[src/rtl/i2c_eeprom_slave.sv]
module i2c_eeprom_slave #(
  parameter logic [3:0] DEV_CODE = 4'b1010
) (
  input  logic       clk,
  input  logic       rst_n,
  input  logic       scl_i,
  input  logic       sda_i,
  output logic       sda_oe,
  input  logic       strap_hi,
  input  logic       strap_lo,
  output logic [8:0] mem_addr,
  output logic       mem_rd_en,
  input  logic [7:0] mem_rdata,
  output logic       wr_valid,
  output logic [8:0] wr_addr,
  output logic [7:0] wr_data
);
  typedef enum logic [2:0] {S_IDLE, S_DEV, S_WADR, S_WDAT, S_RDAT} st_t;

  st_t        st;
  logic       scl_q, sda_q, mack;
  logic [3:0] bitcnt;
  logic [7:0] sr;
  logic [6:0] tx;
  logic [8:0] ptr;

  wire scl_rise = scl_i & ~scl_q;
  wire scl_fall = ~scl_i & scl_q;
  wire start_c  = scl_i & scl_q & sda_q & ~sda_i;
  wire stop_c   = scl_i & scl_q & ~sda_q & sda_i;
  wire dev_hit  = (sr[7:4] == DEV_CODE) && (sr[3] == strap_hi) && (sr[2] == strap_lo);
  wire load_rd  = ((st == S_DEV) && sr[0]) || ((st == S_RDAT) && mack);

  assign mem_addr  = ptr;
  assign mem_rd_en = (st == S_DEV) || (st == S_RDAT);

  always_ff @(posedge clk or negedge rst_n) begin
    if (!rst_n) begin
      st       <= S_IDLE;
      scl_q    <= 1'b1;
      sda_q    <= 1'b1;
      mack     <= 1'b0;
      bitcnt   <= '0;
      sr       <= '0;
      tx       <= '0;
      ptr      <= '0;
      sda_oe   <= 1'b0;
      wr_valid <= 1'b0;
      wr_addr  <= '0;
      wr_data  <= '0;
    end else begin
      scl_q    <= scl_i;
      sda_q    <= sda_i;
      wr_valid <= 1'b0;
      if (start_c) begin
        st     <= S_DEV;
        bitcnt <= '0;
        sda_oe <= 1'b0;
      end else if (stop_c) begin
        st     <= S_IDLE;
        bitcnt <= '0;
        sda_oe <= 1'b0;
      end else if (st != S_IDLE) begin
        if (scl_rise) begin
          bitcnt <= bitcnt + 4'd1;
          if (bitcnt < 4'd8) sr <= {sr[6:0], sda_i};
          else               mack <= ~sda_i;
        end else if (scl_fall) begin
          if (bitcnt == 4'd8) begin
            case (st)
              S_DEV:
                if (dev_hit) begin
                  sda_oe <= 1'b1;
                  ptr[8] <= sr[1];
                end else begin
                  st <= S_IDLE;
                end
              S_WADR: begin
                sda_oe   <= 1'b1;
                ptr[7:0] <= sr;
              end
              S_WDAT: begin
                sda_oe   <= 1'b1;
                wr_valid <= 1'b1;
                wr_addr  <= ptr;
                wr_data  <= sr;
                ptr      <= ptr + 9'd1;
              end
              default: sda_oe <= 1'b0;
            endcase
          end else if (bitcnt == 4'd9) begin
            bitcnt <= '0;
            if (load_rd) begin
              st     <= S_RDAT;
              tx     <= mem_rdata[6:0];
              sda_oe <= ~mem_rdata[7];
              ptr    <= ptr + 9'd1;
            end else begin
              sda_oe <= 1'b0;
              case (st)
                S_DEV:   st <= S_WADR;
                S_WADR:  st <= S_WDAT;
                S_RDAT:  st <= S_IDLE;
                default: st <= st;
              endcase
            end
          end else if (st == S_RDAT) begin
            sda_oe <= ~tx[6];
            tx     <= {tx[5:0], 1'b0};
          end
        end
      end
    end
  end
endmodule

[config.mk]
export PLATFORM = sky130hd
export DESIGN_NAME = i2c_eeprom_slave
export DESIGN_NICKNAME = d
export VERILOG_FILES = /design/src/rtl/i2c_eeprom_slave.sv
export SDC_FILE = /design/constraint.sdc
export NUM_CORES = 1
export LEC_CHECK = 0
export BUFFER_PORTS_ARGS = -buffer_cell sky130_fd_sc_hd__buf_2
export CAP_MARGIN = 5
export CORE_MARGIN = 1.5
export CORE_UTILIZATION = 57
export DETAILED_ROUTE_END_ITERATION = 8
export PLACE_DENSITY = 0.84
export SLEW_MARGIN = 15
export SYNTH_ARGS = -nofsm -noshare
export SYNTH_HDL_FRONTEND = slang
export SYNTH_SLANG_ARGS = --single-unit
export TNS_END_PERCENT = 10
[constraint.sdc]
create_clock -name clk -period 2.83 [get_ports clk]
set_input_delay 0.7075 -clock clk [delete_from_list [all_inputs] [get_ports clk]]
set_output_delay 0.7075 -clock clk [all_outputs]
set_load 0.02 [all_outputs]
==> results of run 1 <==
==> power breakdown <==
| part | internal (uW) | leakage, uW | switching (uW) |
|---|---|---|---|
| combinational | 64.3 | 0.000844 | 74.2 |
| clock | 257 | 0.0000540 | 236 |
| sequential | 793 | 0.000692 | 59.6 |
==> final cells by class <==
class / instances / area, um^2 / share of cell area
clock buffers: 5 / 68.8 / 0.0206
clock inverters: 2 / 35.0 / 0.0105
inverters: 15 / 56.3 / 0.0169
multi-input cells: 178 / 1490 / 0.447
flip-flops and latches: 53 / 1330 / 0.398
well taps: 67 / 83.8 / 0.0251
repair buffers: 50 / 270 / 0.0810
==> worst paths after layout <==
check	depth (start not counted)	slack, ns	end	from
min in group clk	1	0.51	wr_data[7]	wr_data[7]
max in group asynchronous	2	1.89	mack	rst_n
setup / recovery	6	0.54	tx[3]	bitcnt[0]
hold reg to reg	1	0.51	wr_data[7]	wr_data[7]
hold / removal	2	0.51	wr_addr[3]	rst_n
setup reg to reg	6	0.54	tx[3]	bitcnt[0]
==> cell families after synthesis <==
group,synth area share
fa+ha+maj,0.0298
xor+xnor,0.0179
mux,0.177
compound gates,0.162
buf+inv,0.0404
simple gates,0.122
flops,0.452
==> layout by cell type, fill, tap and decap left out, types with 3 or more instances in the layout <==
master,count
dfrtp_1,51
buf_2,42
mux2_2,38
inv_1,15
o21ai_0,9
nand2_1,8
buf_4,8
nand2b_1,7
nand3_1,7
ha_1,7
nand3b_1,5
nor2_1,5
o221ai_1,5
mux2i_1,5
clkbuf_8,5
a21oi_1,4
nor3_1,4
and3_1,4
nand4_1,4
a211o_1,4
a22oi_1,4
o211ai_1,4
xnor2_1,4
a211oi_1,3
a2111oi_0,3
o22ai_1,3
a31oi_1,3
==> layer usage <==
metal	up-vias	share of wire	routed length, um	global-route usage
li1	1073	-	-	-
met3	9	0.058	366	0.0455
met2	89	0.46	2910	0.387
met5	-	0	0	0
met4	0	0.014	91	0.0687
met1	1143	0.47	2960	0.358
==> state kept, by name, indices dropped and copies added (netlist names), 3 cells and up <==
signal    cells
wr_addr       9
wr_data       8
sr            8
st            3
bitcnt        4
mem_addr      9
tx            7
==> worst register-to-register path: stages, from the launching register on <==
cell	delay (ns)
dfrtp_1	0.42
inv_1	0.09
ha_1	0.28
nand3b_1	0.33
o21ai_0	0.29
a211oi_4	0.40
mux2_2	0.38
==> through the flow <==
step	worst slack, ns	hold slack (ns)	instance area [um^2]	power [uW]
floorplan	0.738	0.412	2940	932
global route	0.384	0.527	3340	1540
finish	0.539	0.507	3340	1480
detailed placement	0.383	0.490	3230	1000
global placement	0.395	0.484	3230	993
CTS	0.578	0.511	3340	1490
==> impl_metrics.py, run 1 <==
metrics = {
    "detailed_routing": {
        "dr.first_iter.drc_count": 138,
        "vias": 2314,
        "drc_errors": 0,
        "firstDrtPassIters": 4,
        "ant_nets": 0,
        "drt-total-wl_um": 6330,
        "routed_wire_length_per_instance_um": 17.1,
        "vias_per_cell": 6.25,
    },
    "sta": {
        "maxSlewViolCount": 0,
        "fin_setup_tns_ns": 0,
        "period_needed_ns": 2.29,
        "rsz0062_at_grt": "false",
        "period_share": 0.810,
        "finalSetupViolCount": 0,
        "skew_ns": 0.0100,
        "worst_pin_slew_ns": 0.643,
        "fmax_ghz": 0.436,
        "slew_headroom": 0.571,
        "finalHoldViolCount": 0,
    },
    "setup_path": {
        "end_kind": "flip-flop",
        "path_class": "reg2reg",
        "max_stage_delay_ns": 0.42,
        "crit_chain": "inv_1, ha_1, nand3b_1, o21ai_0, a211oi_4, mux2_2",
        "cp-start-kind": "flip-flop",
        "crit_family": "compound AO/OA/AOI/OAI gates",
        "worst_ep_arrival_time_ns": 2.49,
        "crit_required_ns": 3.03,
        "crit_slowest_cell": "dfrtp_1",
        "path_max_fanout": 9,
        "worstPathBufferInverterCount": 1,
    },
    "floorplanning": {
        "die_w_um": 74.8,
        "io_pins": 43,
        "rows": 25,
        "die_y_um": 74.8,
        "placeableCoreArea_um2": 4850,
        "die_area_um2": 5600,
        "initial_core_util": 0.606,
    },
    "yosys": {
        "async_reset_ff_frac": 1.00,
        "ys_ff_latch": 53,
        "syn_inst": 257,
        "synth_nets": 278,
        "synth_top_area_share": 0.434,
        "ys_seq_area_frac": 0.452,
        "synth_common_cells": "dfrtp_1 (51), mux2_2 (38), inv_1 (15)",
        "ys_top_cells_by_area": "dfrtp_1 (43%), mux2_2 (15%), ha_1 (3.0%)",
        "synthesis.area_um2": 2940,
        "synth.most_common_cell": "dfrtp_1",
        "yosys_warnings": 0,
        "synth-main-ff-cell": "dfrtp_1",
        "yosysTopAreaCell": "dfrtp_1",
        "synth_cell_type_count": 60,
        "synth_enable_flop_cells": 0,
        "syn_area_per_cell_um2": 11.4,
    },
    "cts": {
        "cts_resized": 0,
        "h-tree-depth": 2,
        "cts.clk_slew.worst_paths_ns": 0.09,
        "clock_latency_ns": 0.30,
        "cts_buffer_depth": 2,
        "cts_tree": "done",
        "postCtsHoldBufs": 0,
        "cts_root_buffer": "clkbuf_8",
        "post_cts_buffers": 0,
        "clock_sink_count": 53,
        "cts_made_buffers": 5,
    },
    "final_layout": {
        "syn_to_final_growth_pct": 13.4,
        "stdcell_count": 370,
        "antenna-diode-count": 0,
        "drive_gt1_frac": 0.350,
        "final_nets": 324,
        "final_core_util": 0.688,
        "fill_cells": 359,
    },
    "global_route": {
        "grt_pass1_vias": 2138,
        "track_usage": 0.248,
        "grt_max_degree": 54,
        "grt_pass1_wl_um": 10500,
        "antenna_found_initial": 0,
        "grt_remaining_overflow": 0,
    },
    "power_and_ir_drop": {
        "p_leak_uw": 0.00159,
        "irDropWorstVdd_mv": 0.341,
        "p_per_area_nw_per_um2": 445,
    },
    "min_path": {
        "hp-class": "in2async",
    },
    "flow_run": {
        "drv_cap": 0,
    },
    "run_status": {
        "status": "completed",
    },
    "placement": {
        "globalplace.congestion": 0.893,
        "dp.cells": 363,
        "hpwl_um": 4380,
        "port_buffers": 42,
    },
}
No activity file was read; power rests on OpenSTA's default activity.
==> run 2: changes to the inputs <==
Settings changed: ABC_AREA set to 1, CORE_UTILIZATION 57 to 52, PLACE_DENSITY 0.84 to 0.8.
Clock period 2.83 ns to 2 ns, I/O delays scaled along.
==> run 2 against run 1 <==
  * Combinational power increased to 4.6 times the previous value
  * Register-to-register slack got worse by 0.37 ns
  * Largest power group unchanged
  * Worst hold slack got worse by 0.36 ns
  * First-iteration DRC count increased by 39%
  * Critical endpoint is now mem_rd_en
  * Flip-flop and latch count unchanged
  * Die area increased by 11%
  * Total power increased by 83%
  * Area after synthesis increased by 1.6%
  * Non-clock buffer count increased by 3
  * Sequential power increased by 55%
==> impl_metrics.py, run 2 <==
metrics = {
    "sta": {
        "fmax_ghz": 0.527,
        "period_share": 0.948,
        "maxSlewViolCount": 0,
        "finalSetupViolCount": 0,
        "finalHoldViolCount": 0,
        "rsz0062_at_grt": "false",
        "skew_ns": 0.00690,
        "slew_headroom": 0.664,
        "period_needed_ns": 1.90,
        "fin_setup_tns_ns": 0,
        "setup_ws_ns": 0.104,
        "worst_pin_slew_ns": 0.503,
    },
    "floorplanning": {
        "die_y_um": 78.8,
        "initial_core_util": 0.539,
        "placeableCoreArea_um2": 5540,
        "die_w_um": 78.8,
        "die_area_um2": 6210,
        "rows": 27,
        "io_pins": 43,
    },
    "detailed_routing": {
        "dr_wl_met2_um": 3020,
        "routed_wire_length_per_instance_um": 13.1,
        "top_layer_used": "met4",
        "drc_errors": 0,
        "dr.first_iter.drc_count": 192,
        "met3_length_um": 236,
        "vias_per_cell": 5.10,
        "firstDrtPassIters": 4,
        "ant_nets": 0,
        "drt-total-wl_um": 6110,
        "wl_met1_um": 2740,
        "vias": 2383,
    },
    "setup_path": {
        "path_class": "reg2out",
        "cp-start-kind": "flip-flop",
        "end_kind": "primary output",
        "worstPathBufferInverterCount": 3,
        "crit_family": "flip-flops",
        "max_stage_delay_ns": 0.47,
        "ff2ff_path_depth": 9,
        "crit_required_ns": 1.50,
        "endpoint": "mem_rd_en",
        "crit_path_start": "st[2]",
        "crit_cells": 6,
        "crit_slowest_cell": "dfrtp_2",
        "timing.rr.start": "bitcnt[0]",
        "crit_chain": "inv_4, nand2_4, nor2_4, inv_1, nand2_1, buf_2",
        "rrSetupSlack_ns": 0.17,
        "worstReg2RegEnd": "mem_addr[3]",
        "worst_ep_arrival_time_ns": 1.40,
        "path_max_fanout": 6,
    },
    "power_and_ir_drop": {
        "p_per_area_nw_per_um2": 786,
        "irDropWorstVdd_mv": 0.624,
        "p_leak_uw": 0.00182,
    },
    "cts": {
        "cts_root_buffer": "clkbuf_8",
        "clock_latency_ns": 0.30,
        "cts_tree": "done",
        "h-tree-depth": 2,
        "cts_made_buffers": 5,
        "clock_sink_count": 53,
        "cts_buffer_depth": 2,
        "cts.clk_slew.worst_paths_ns": 0.09,
        "postCtsHoldBufs": 0,
    },
    "placement": {
        "dp.cells": 457,
        "dp_slack_ns": 0.107,
        "hpwl_um": 4670,
        "port_buffers": 42,
        "globalplace.congestion": 0.922,
    },
    "final_layout": {
        "layout_commonest_cell": "nand2_1",
        "final_nets": 415,
        "layout_common_cells": "nand2_1 (89), dfrtp_1 (49), buf_2 (42), inv_1 (36), nand3_1 (24)",
        "final_core_util": 0.624,
        "antenna-diode-count": 0,
        "stdcell_count": 467,
        "syn_to_final_growth_pct": 15.8,
        "drive_gt1_frac": 0.311,
    },
    "yosys": {
        "synth_common_cells": "nand2_1 (89), dfrtp_1 (51), inv_1 (36)",
        "ys_ff_latch": 53,
        "yosysTopAreaCell": "dfrtp_1",
        "synthesis.area_um2": 2990,
        "syn_inst": 341,
        "synth_nets": 362,
        "async_reset_ff_frac": 1.00,
        "yosys_warnings": 0,
        "synth.most_common_cell": "nand2_1",
        "synth_top_area_share": 0.427,
        "syn_area_per_cell_um2": 8.76,
        "synth_enable_flop_cells": 0,
        "synth-main-ff-cell": "dfrtp_1",
        "ys_top_cells_by_area": "dfrtp_1 (43%), nand2_1 (11%), o21ai_2 (6.2%)",
        "ys_seq_area_frac": 0.445,
        "synth_cell_type_count": 34,
    },
    "global_route": {
        "grt_pass1_wl_um": 10300,
        "grt_remaining_overflow": 0,
        "track_usage": 0.212,
        "antenna_found_initial": 0,
        "grt_pass1_vias": 2264,
        "grt_max_degree": 28,
    },
    "min_path": {
        "hp-class": "in2async",
    },
    "run_status": {
        "status": "completed",
    },
    "flow_run": {
        "drv_cap": 0,
    },
}
-- run 2: area by class of cell --
cell class / instances / area (um^2)
clock buffer: 7 / 86.3
clock inverter: 1 / 30.0
fill: 514 / 2080
inverter: 42 / 161
multi-input combinational: 239 / 1420
sequential: 53 / 1330
tap: 72 / 90.1
timing repair buffer: 53 / 343
-- run 2: how the worst min path moves through the flow --
stage	startpoint	endpoint	slack [ns]	cells after the start
4_1_cts	rst_n	wr_data[2]	0.16	1
5_1_grt	rst_n	wr_data[2]	0.18	1
2_1_floorplan	rst_n	bitcnt[0]	0.20	0
3_3_place_gp	wr_addr[8]	wr_addr[8]	0.46	2
6_report	rst_n	wr_data[2]	0.15	1
3_5_place_dp	wr_addr[8]	wr_addr[8]	0.47	2
-- run 2: timing repair --
action	in CTS	in global routing
endpoints found under the setup margin	0	1
resized for setup	0	3
buffers inserted	0	2
-- run 2: kinds of logic (layout without fill, tap and decap cells) --
group / Yosys count / in the layout / share of synthesized area
muxes: 6 / 6 / 0.0201
buffers and inverters: 49 / 103 / 0.0813
AOI/OAI and AO/OA: 59 / 59 / 0.130
DFF: 53 / 53 / 0.445
and+or+nand+nor: 164 / 164 / 0.285
adders and majority gates: 7 / 7 / 0.0293
xor gates and xnor gates: 3 / 3 / 0.00880
-- run 2: metrics by stage --
stage / total power [uW] / cell area [um^2] / hold slack, ns
after floorplan: 1770 / 2990 / 0.204
after global placement: 1930 / 3320 / 0.461
after detailed placement: 1960 / 3320 / 0.466
after CTS: 2720 / 3440 / 0.156
after global routing: 2860 / 3460 / 0.184
final: 2720 / 3460 / 0.148
-- run 2: metal layers --
metal  global-route usage  vias up
li1                     -     1204
met1                0.274     1107
met2                0.353       59
met3               0.0437       13
met4               0.0768        0
met5                    0        -
-- run 2: power by group --
part           internal, uW  switching (uW)  total (uW)
sequential             1190             131        1320
clock                   408             340         748
combinational           225             420         644
total                  1830             890        2720
==> run 3: changes to the inputs <==
Settings changed: CORE_UTILIZATION 52 to 45, PLACE_DENSITY 0.8 to 0.72.
==> run 3 against run 2 <==
  * Via count decreased by 1.5%
  * Clock power fell by 13%
  * Largest cell class unchanged
  * Clock skew rose by 0.0024 ns
  * Sequential power is essentially flat
  * Critical path type unchanged
  * Final cell count increased by 1.1%
==> impl_metrics.py, run 3 (synthesis results as in run 2) <==
metrics = {
    "placement": {
        "dp.cells": 463,
        "port_buffers": 42,
        "dp_slack_ns": 0.0575,
        "hpwl_um": 4580,
        "globalplace.congestion": 0.846,
    },
    "power_and_ir_drop": {
        "p_sw_frac": 0.359,
        "pwr-share-clk": 0.252,
        "finalPower_uw": 2590,
        "p_switching_uw": 930,
        "power_frac_seq": 0.510,
        "p_leak_uw": 0.00180,
        "irDropWorstVdd_mv": 0.393,
        "combPwrFrac": 0.238,
        "p_per_area_nw_per_um2": 759,
        "p_int_uw": 1660,
    },
    "global_route": {
        "grt_max_degree": 28,
        "grt_pass1_wl_um": 10100,
        "antenna_found_initial": 0,
        "grt_pass1_vias": 2270,
        "grt_remaining_overflow": 0,
        "track_usage": 0.175,
    },
    "cts": {
        "cts_tree": "done",
        "h-tree-depth": 2,
        "cts_buffer_depth": 2,
        "cts.clk_slew.worst_paths_ns": 0.11,
        "postCtsHoldBufs": 0,
        "cts_root_buffer": "clkbuf_8",
        "cts_made_buffers": 5,
        "clock_latency_ns": 0.32,
        "clock_sink_count": 53,
    },
    "floorplanning": {
        "io_pins": 43,
        "die_area_um2": 7130,
        "placeableCoreArea_um2": 6390,
        "initial_core_util": 0.468,
        "rows": 29,
        "die_y_um": 84.5,
        "die_w_um": 84.5,
    },
    "final_layout": {
        "stdcell_count": 472,
        "syn_to_final_growth_pct": 14.3,
        "fill_cells": 621,
        "drive_gt1_frac": 0.311,
        "antenna-diode-count": 0,
        "final_nets": 415,
        "layout_commonest_cell": "nand2_1",
        "layout_common_cells": "nand2_1 (89), dfrtp_1 (50), buf_2 (42), inv_1 (36), nand3_1 (24)",
    },
    "flow_run": {
        "drv_cap": 0,
    },
    "sta": {
        "slew_headroom": 0.741,
        "rsz0062_at_grt": "false",
        "setup_ws_ns": 0.0865,
        "skew_ns": 0.00933,
        "whs_ns": 0.0669,
        "finalSetupViolCount": 0,
        "worst_pin_slew_ns": 0.384,
        "fmax_ghz": 0.523,
        "period_needed_ns": 1.91,
        "fin_setup_tns_ns": 0,
        "finalHoldViolCount": 0,
        "period_share": 0.957,
        "maxSlewViolCount": 0,
    },
    "setup_path": {
        "cp-start-kind": "flip-flop",
        "end_kind": "primary output",
        "worst_ep_arrival_time_ns": 1.41,
        "path_max_fanout": 6,
        "crit_required_ns": 1.50,
        "path_class": "reg2out",
    },
    "detailed_routing": {
        "routed_wire_length_per_instance_um": 12.5,
        "ant_nets": 0,
        "vias": 2347,
        "dr.first_iter.drc_count": 143,
        "vias_per_cell": 4.97,
        "drt-total-wl_um": 5880,
        "firstDrtPassIters": 4,
        "drc_errors": 0,
    },
    "min_path": {
        "hp-class": "in2async",
    },
    "run_status": {
        "status": "completed",
    },
}
-- run 3: layout make-up --
class | instances | area (um^2) | area share
timing repair buffer | 53 | 318 | 0.0931
inverter | 42 | 161 | 0.0473
multi-input combinational | 239 | 1420 | 0.414
sequential | 53 | 1330 | 0.390
clock buffer | 5 | 68.8 | 0.0202
clock inverter | 3 | 25.0 | 0.00733
tap | 77 | 96.3 | 0.0282
-- run 3: final timing paths --
path	from	to	slack, ns	cells past startpoint
max	st[2]	mem_rd_en	0.09	6
min	rst_n	wr_data[3]	0.07	1
max reg2reg	st[1]	mem_addr[2]	0.22	8
min reg2reg	wr_addr[1]	wr_addr[1]	0.49	2
max in group asynchronous	rst_n	wr_addr[1]	1.34	2
min in group clk	scl_i	scl_q	0.30	1
-- run 3: critical path, cell delays in order, from the launching register on --
cell	delay [ns]
dfrtp_2	0.47
inv_4	0.11
nand2_4	0.08
nor2_4	0.13
inv_1	0.07
nand2_1	0.07
buf_2	0.16
-- run 3: metal layers --
layer,share of wire,GRT usage
met5,0,0
met4,0.0065,0.0337
met3,0.045,0.0492
met2,0.48,0.295
met1,0.46,0.229
-- run 3: stage by stage --
step,cell area [um^2],utilization
floorplan,2990,-
global placement,3310,0.518
detailed placement,3310,0.518
CTS,3400,0.533
global route,3410,0.535
finish,3410,0.535
-- run 3: repair_timing --
item                       CTS  global route
setup endpoints to repair    0             1
buffers inserted             0             1
gates resized for setup      0             2
-- run 3: power groups by stage --
stage               logic, uW  registers (uW)  clock network [uW]
CTS                       611            1320                 682
global placement          591            1330                   0
finish                    618            1320                 652
floorplan                 454            1320                   0
detailed placement        609            1340                   0
global route              703            1340                 715
